<file path="config.mk">
export PLATFORM = sky130hd
export DESIGN_NAME = sw_bcast_buf
export DESIGN_NICKNAME = d
export VERILOG_FILES = /design/src/rtl/sw_pkg.sv /design/src/rtl/sw_fetch_ctrl.sv /design/src/rtl/sw_shift_win.sv /design/src/rtl/sw_lane_sel.sv /design/src/rtl/sw_bcast_buf.sv
export SDC_FILE = /design/constraint.sdc
export NUM_CORES = 1
export LEC_CHECK = 0
export CAP_MARGIN = 20
export CORE_AREA = 2 2 178 180
export CTS_CLUSTER_SIZE = 24
export DETAILED_ROUTE_END_ITERATION = 12
export DIE_AREA = 0 0 180 182
export DONT_BUFFER_PORTS = 1
export HOLD_SLACK_MARGIN = 0.1
export PLACE_DENSITY = 0.46
export SLEW_MARGIN = 20
export SYNTH_ARGS = -nofsm -noshare
export SYNTH_HDL_FRONTEND = slang
export SYNTH_HIERARCHICAL = 1
export SYNTH_SLANG_ARGS = --single-unit
</file>
<file path="constraint.sdc">
create_clock -name clk -period 3.26 [get_ports clk]
set_input_delay 0.489 -clock clk [delete_from_list [all_inputs] [get_ports clk]]
set_output_delay 0.489 -clock clk [all_outputs]
set_load 0.01 [all_outputs]
</file>
<file path="src/rtl/sw_pkg.sv">
package sw_pkg;

  typedef enum logic {
    SW_IDLE = 1'b0,
    SW_RUN  = 1'b1
  } sw_state_e;

  // Clamp a requested lane count to the hardware maximum
  function automatic int unsigned sw_clamp(input int unsigned req, input int unsigned max_cnt);
    return (req > max_cnt) ? max_cnt : req;
  endfunction

endpackage

</file>
<file path="src/rtl/sw_fetch_ctrl.sv">
module sw_fetch_ctrl
  import sw_pkg::*;
#(
  parameter int WIN       = 4,
  parameter int MAX_LANES = 128,
  parameter int IDX_W     = 16,
  localparam int CNT_W    = $clog2(MAX_LANES + 1),
  localparam int LANE_W   = (MAX_LANES > 1) ? $clog2(MAX_LANES) : 1,
  localparam int FW       = $clog2(MAX_LANES + WIN)
) (
  input  logic              clk,
  input  logic              rst_n,
  input  logic              start_i,
  input  logic [IDX_W-1:0]  base_i,
  input  logic [CNT_W-1:0]  lanes_i,
  input  logic              elem_valid_i,
  input  logic              hand_i,
  output logic              elem_req_o,
  output logic [IDX_W-1:0]  elem_idx_o,
  output logic              accept_o,
  output logic              pend_o,
  output logic [LANE_W-1:0] lane_o,
  output logic              done_o
);

  sw_state_e          state_q, state_d;
  logic [IDX_W-1:0]   base_q, base_d;
  logic [CNT_W-1:0]   lanes_q, lanes_d;
  logic [FW-1:0]      total_q, total_d;
  logic [FW-1:0]      fetched_q, fetched_d;
  logic [LANE_W-1:0]  lane_q, lane_d;
  logic               pend_q, pend_d;
  logic               done_q, done_d;

  logic [CNT_W-1:0]   lanes_eff;
  logic               start_ok;
  logic               exhausted;
  logic               accept;
  logic               completes;
  logic               last_hand;

  always_comb begin
    lanes_eff = CNT_W'(sw_clamp(int'(lanes_i), MAX_LANES));
    start_ok  = (state_q == SW_IDLE) && start_i && (lanes_i != '0);
    exhausted = (fetched_q == total_q);
    elem_req_o = (state_q == SW_RUN) && !exhausted && (!pend_q || hand_i);
    accept    = elem_req_o && elem_valid_i;
    completes = accept && (fetched_q >= FW'(WIN - 1));
    last_hand = hand_i && (lane_q == LANE_W'(lanes_q - 1'b1));
  end

  // Next-state logic
  always_comb begin
    state_d   = state_q;
    base_d    = base_q;
    lanes_d   = lanes_q;
    total_d   = total_q;
    fetched_d = fetched_q;
    lane_d    = lane_q;
    pend_d    = pend_q;
    done_d    = 1'b0;
    unique case (state_q)
      SW_IDLE: begin
        if (start_ok) begin
          state_d   = SW_RUN;
          base_d    = base_i;
          lanes_d   = lanes_eff;
          total_d   = FW'(lanes_eff) + FW'(WIN - 1);
          fetched_d = '0;
          lane_d    = '0;
          pend_d    = 1'b0;
        end
      end
      SW_RUN: begin
        if (accept) fetched_d = fetched_q + 1'b1;
        if (hand_i) lane_d = lane_q + 1'b1;
        pend_d = completes || (pend_q && !hand_i);
        if (last_hand) begin
          state_d = SW_IDLE;
          pend_d  = 1'b0;
          done_d  = 1'b1;
        end
      end
      default: state_d = SW_IDLE;
    endcase
  end

  // State registers
  always_ff @(posedge clk or negedge rst_n) begin
    if (!rst_n) begin
      state_q   <= SW_IDLE;
      base_q    <= '0;
      lanes_q   <= '0;
      total_q   <= '0;
      fetched_q <= '0;
      lane_q    <= '0;
      pend_q    <= 1'b0;
      done_q    <= 1'b0;
    end else begin
      state_q   <= state_d;
      base_q    <= base_d;
      lanes_q   <= lanes_d;
      total_q   <= total_d;
      fetched_q <= fetched_d;
      lane_q    <= lane_d;
      pend_q    <= pend_d;
      done_q    <= done_d;
    end
  end

  assign elem_idx_o = base_q + IDX_W'(fetched_q);
  assign accept_o   = accept;
  assign pend_o     = pend_q;
  assign lane_o     = lane_q;
  assign done_o     = done_q;

endmodule

</file>
<file path="src/rtl/sw_shift_win.sv">
module sw_shift_win #(
  parameter int DATA_W = 32,
  parameter int WIN    = 4
) (
  input  logic                  clk,
  input  logic                  rst_n,
  input  logic                  shift_i,
  input  logic [DATA_W-1:0]     din_i,
  output logic [WIN*DATA_W-1:0] win_o
);

  logic [DATA_W-1:0] slot_q [WIN];
  logic [DATA_W-1:0] slot_d [WIN];

  // Slot 0 holds the oldest element; new data enters the top slot
  for (genvar g = 0; g < WIN; g++) begin : g_slot
    if (g == WIN - 1) begin : g_top
      always_comb slot_d[g] = din_i;
    end else begin : g_mid
      always_comb slot_d[g] = slot_q[g+1];
    end

    always_ff @(posedge clk or negedge rst_n) begin
      if (!rst_n) begin
        slot_q[g] <= '0;
      end else if (shift_i) begin
        slot_q[g] <= slot_d[g];
      end
    end

    assign win_o[g*DATA_W +: DATA_W] = slot_q[g];
  end

endmodule

</file>
<file path="src/rtl/sw_lane_sel.sv">
module sw_lane_sel #(
  parameter int MAX_LANES = 128,
  localparam int LANE_W   = (MAX_LANES > 1) ? $clog2(MAX_LANES) : 1
) (
  input  logic [LANE_W-1:0]    lane_i,
  input  logic                 pend_i,
  input  logic [MAX_LANES-1:0] ready_i,
  output logic [MAX_LANES-1:0] valid_o,
  output logic                 hand_o
);

  for (genvar g = 0; g < MAX_LANES; g++) begin : g_lane
    assign valid_o[g] = pend_i && (lane_i == LANE_W'(g));
  end

  assign hand_o = pend_i && ready_i[lane_i];

endmodule

</file>
<file path="src/rtl/sw_bcast_buf.sv">
module sw_bcast_buf #(
  parameter int DATA_W    = 32,
  parameter int WIN       = 4,
  parameter int MAX_LANES = 128,
  parameter int IDX_W     = 16,
  localparam int CNT_W    = $clog2(MAX_LANES + 1)
) (
  input  logic                  clk,
  input  logic                  rst_n,
  input  logic                  start_i,
  input  logic [IDX_W-1:0]      base_i,
  input  logic [CNT_W-1:0]      lanes_i,
  output logic                  elem_req_o,
  output logic [IDX_W-1:0]      elem_idx_o,
  input  logic                  elem_valid_i,
  input  logic [DATA_W-1:0]     elem_data_i,
  output logic [MAX_LANES-1:0]  win_valid_o,
  input  logic [MAX_LANES-1:0]  win_ready_i,
  output logic [WIN*DATA_W-1:0] win_data_o,
  output logic                  done_o
);

  localparam int LANE_W = (MAX_LANES > 1) ? $clog2(MAX_LANES) : 1;

  logic              accept;
  logic              pend;
  logic              hand;
  logic [LANE_W-1:0] lane;

  sw_fetch_ctrl #(
    .WIN       (WIN),
    .MAX_LANES (MAX_LANES),
    .IDX_W     (IDX_W)
  ) i_ctrl (
    .clk          (clk),
    .rst_n        (rst_n),
    .start_i      (start_i),
    .base_i       (base_i),
    .lanes_i      (lanes_i),
    .elem_valid_i (elem_valid_i),
    .hand_i       (hand),
    .elem_req_o   (elem_req_o),
    .elem_idx_o   (elem_idx_o),
    .accept_o     (accept),
    .pend_o       (pend),
    .lane_o       (lane),
    .done_o       (done_o)
  );

  sw_shift_win #(
    .DATA_W (DATA_W),
    .WIN    (WIN)
  ) i_win (
    .clk     (clk),
    .rst_n   (rst_n),
    .shift_i (accept),
    .din_i   (elem_data_i),
    .win_o   (win_data_o)
  );

  sw_lane_sel #(
    .MAX_LANES (MAX_LANES)
  ) i_sel (
    .lane_i  (lane),
    .pend_i  (pend),
    .ready_i (win_ready_i),
    .valid_o (win_valid_o),
    .hand_o  (hand)
  );

endmodule

</file>
==> impl_results.md <==
- Vias per cell: 5.25
- GRT Total Usage: 0.173
- Full die area: 32800 sq um
- Top Ports: 462
- Max Fclk: 0.296 GHz
- Core footprint: 31000 sq um
- Syn Area/Cell: 11.0 sq um
- Reg2reg path depth: 12
- Status: complete, but fails checks
- Area taken by multi-input logic gates: 5000 sq um
- Layout cells sized above 1: 0.285
- Synthesized flop and latch total: 177
- Final setup fails: 130
- Grt total ovfl: 0
- First-pass GRT wire length: 43500 um
- DP HPWL: 22400 um
- Initial antenna violation count: 7
- Area occupied by registers: 4430 sq um
- Fraction of registers with async set/reset: 1.00
- Final #Nets: 1105
- Setup WS post-layout: -120 ps
- Post-DRT Antenna Nets: 0
- Routed length per placed instance: 22.5 um
- Top FF cell, synth: dfrtp_1
- Peak VDD IR: 471 uV
- Yosys warns: 6
- Width of the die: 180 um
- Overall power: 11.5 mW
- WS Path Type: flop to flop
- Max_slew headroom: 0.491
- TritonCTS buffer count: 17
- Cell area power density: 1010 nW/um^2
- Fillers: 3101
- Crit. End Element: flop
- Gpl congestion: 0.889
- Sequential area share after synthesis: 0.461
- Final Cycle Share: 1.04
- Largest net degree at the start of global routing: 178
- RSZ-0062 raised after global routing: yes
- CTS clk-pin slew, worst paths: 80 ps
- Worst setup SP type: flop
- Clk_lat worst skew: 440 ps
- CTS tree: yes
- Leakage: 4.85 nW
- Drt drc: 0
- Initial DRC count: 400
- Htree depth: 4
- Synth Cell Area: 9600 sq um
- Final instance area: 11400 sq um
- Clock Sinks: 177
- Critical path arrival: 3700 ps
- Die Y: 182 um
- EDFF count, synth: 0
- Critical Path Fanout Max: 13
- Min Hold Slack: -264 ps
- Layout area overhead: 18.3%
- Drt total wl: 29800 um
- Failing checks: negative hold slack, negative setup slack
- Max Cap Viol: 0
- First-pass DRT Iterations: 5
- Count of standard-cell rows: 65
- Clock Path Buffers: 2
- Final Hold Vio Count: 177
- Root buffer cell: clkbuf_16
- Clock skew: 30.5 ps
- Vias: 6958
- Worst slew pin tran: 761 ps
- Dpl cell area: 10300 sq um
- Number of port buffers: 0
- Worst Path Required: 3580 ps
- Initial Util: 0.310
- Syn_nets: 1076
- Min-delay worst type: input port to async pin
- Number of global-route vias before repair: 6831
- Tmin final: 3380 ps
- Final Max Slew Viols: 0
- Post-synthesis cell count: 875
- Synth cell types: 55
[kinds of logic (layout without fill, tap and decap cells)]
logic type / count (synthesis) / count (layout) / synth area share
AOI/OAI and AO/OA: 64 / 64 / 0.0447
xor gates and xnor gates: 44 / 44 / 0.0401
adders and majority gates: 13 / 13 / 0.0177
buffers and inverters: 62 / 104 / 0.0461
DFF: 177 / 177 / 0.461
muxes: 186 / 186 / 0.243
other: 0 / 7 / 0
and+or+nand+nor: 329 / 329 / 0.147
[metrics by stage]
step	hold WS (ps)	TNS, ps	std cells	worst slack [ps]	utilization
2_1_floorplan	193	-2790	875	-32.2	-
3_3_place_gp	197	-9880	1273	-113	0.334
3_5_place_dp	199	-13020	1273	-143	0.334
4_1_cts	-285	-7640	1312	-107	0.359
5_1_grt	-292	-29850	1326	-260	0.367
6_report	-264	-9370	1326	-120	0.367
[synthesized netlist by cell type (10+ instances only)]
| library cell | count | area (sq um) |
|---|---|---|
| xor2_1 | 24 | 210 |
| nand3_1 | 16 | 80.1 |
| mux4_2 | 18 | 405 |
| xnor2_1 | 20 | 175 |
| dfrtp_1 | 177 | 4430 |
| nor2_1 | 152 | 571 |
| mux2i_1 | 33 | 330 |
| inv_1 | 10 | 37.5 |
| nand2_1 | 105 | 394 |
| clkbuf_1 | 14 | 52.6 |
| o21ai_0 | 16 | 80.1 |
| buf_6 | 11 | 124 |
| ha_1 | 12 | 150 |
| mux2_2 | 130 | 1460 |
[per-layer routing]
metal / share of wire / wire, um / global-route usage / up-vias
met5: 0 / 0 / 0 / -
met1: 0.39 / 11700 / 0.214 / 3424
met4: 0.024 / 730 / 0.0663 / 0
li1: - / - / - / 3112
met2: 0.46 / 13900 / 0.265 / 387
met3: 0.12 / 3560 / 0.0788 / 35
[path summary, 6_finish.rpt]
| check | start | end | slack [ps] |
|---|---|---|---|
| max in group asynchronous | rst_n | i_win/win_o[119]$_DFFE_PN0P_ | 3300 |
| worst min register to register | i_ctrl/base_q[0]$_DFFE_PN0P_ | i_ctrl/base_q[0]$_DFFE_PN0P_ | 490 |
| worst max register to register | i_ctrl/lane_o[0]$_DFFE_PN0P_ | i_win/win_o[62]$_DFFE_PN0P_ | -120 |
| worst min-delay path | rst_n | i_win/win_o[13]$_DFFE_PN0P_ | -260 |
| worst max-delay path | i_ctrl/lane_o[0]$_DFFE_PN0P_ | i_win/win_o[62]$_DFFE_PN0P_ | -120 |
| min in group clk | lanes_i[7] | i_ctrl/total_q[4]$_DFFE_PN0P_ | 150 |
[power by group]
group | leakage, nW | switching, mW | internal, mW
logic | 2.40 | 2.06 | 2.89
clock network | 0.290 | 1.01 | 1.05
registers | 2.16 | 1.34 | 3.12
total | 4.85 | 4.41 | 7.07
[flip-flops by register name, indices dropped and copies added, names as in the netlist]
signal            count
i_ctrl/base_q        16
i_ctrl/fetched_q      8
i_ctrl/state_q        1
i_ctrl/pend_o         1
i_win/win_o         128
i_ctrl/total_q        8
i_ctrl/lanes_q        7
i_ctrl/done_o         1
i_ctrl/lane_o         7
[timing repair]
item / 4_1_cts / 5_1_grt
gates cloned: 1 / 6
resized for setup: 27 / 12
pin swaps: 2 / 3
hold endpoints to repair: 177 / 177
setup endpoints to repair: 135 / 139
setup buffers: 6 / 1
[critical path, stage by stage, from the launching register on]
cell and delay, ps:
dfrtp_2 410, buf_4 120, buf_4 220, mux4_2 560, a2111oi_2 390, or4_4 210, a41oi_4 140, o211ai_1 360
a21oi_4 60, buf_12 160, clkbuf_16 170, clkbuf_16 170, mux2_4 290
[cell usage in the layout (no fill, tap or decap), types with 3 or more instances in the layout]
cell,n
buf_12,8
nor2b_1,7
mux4_2,18
nor2_1,150
a211oi_1,3
buf_6,8
mux2_4,44
dfrtp_1,176
o211ai_1,3
buf_16,4
and2_1,3
nand4_1,7
mux2_2,86
a22oi_1,4
nor3_1,5
diode_2,7
nand3_1,15
or3_1,4
inv_8,4
mux2i_1,33
and4_1,4
nor4_1,6
o21ai_0,15
xnor2_1,20
xor2_1,24
clkinv_8,4
inv_6,3
ha_1,12
nand2b_1,7
a21oi_1,8
buf_4,36
nand2_1,104
inv_1,10
o31ai_1,6
mux4_1,5
clkbuf_16,22
and3_1,3
a31oi_1,5
[cell type report]
cell class,count,area share
multi-input combinational,636,0.440
sequential,177,0.390
timing repair buffer,62,0.0679
tap,402,0.0443
clock buffer,18,0.0387
clock inverter,14,0.0142
inverter,10,0.00330
antenna,7,0.00154
Note: power is estimated with default switching activity, not from simulation.
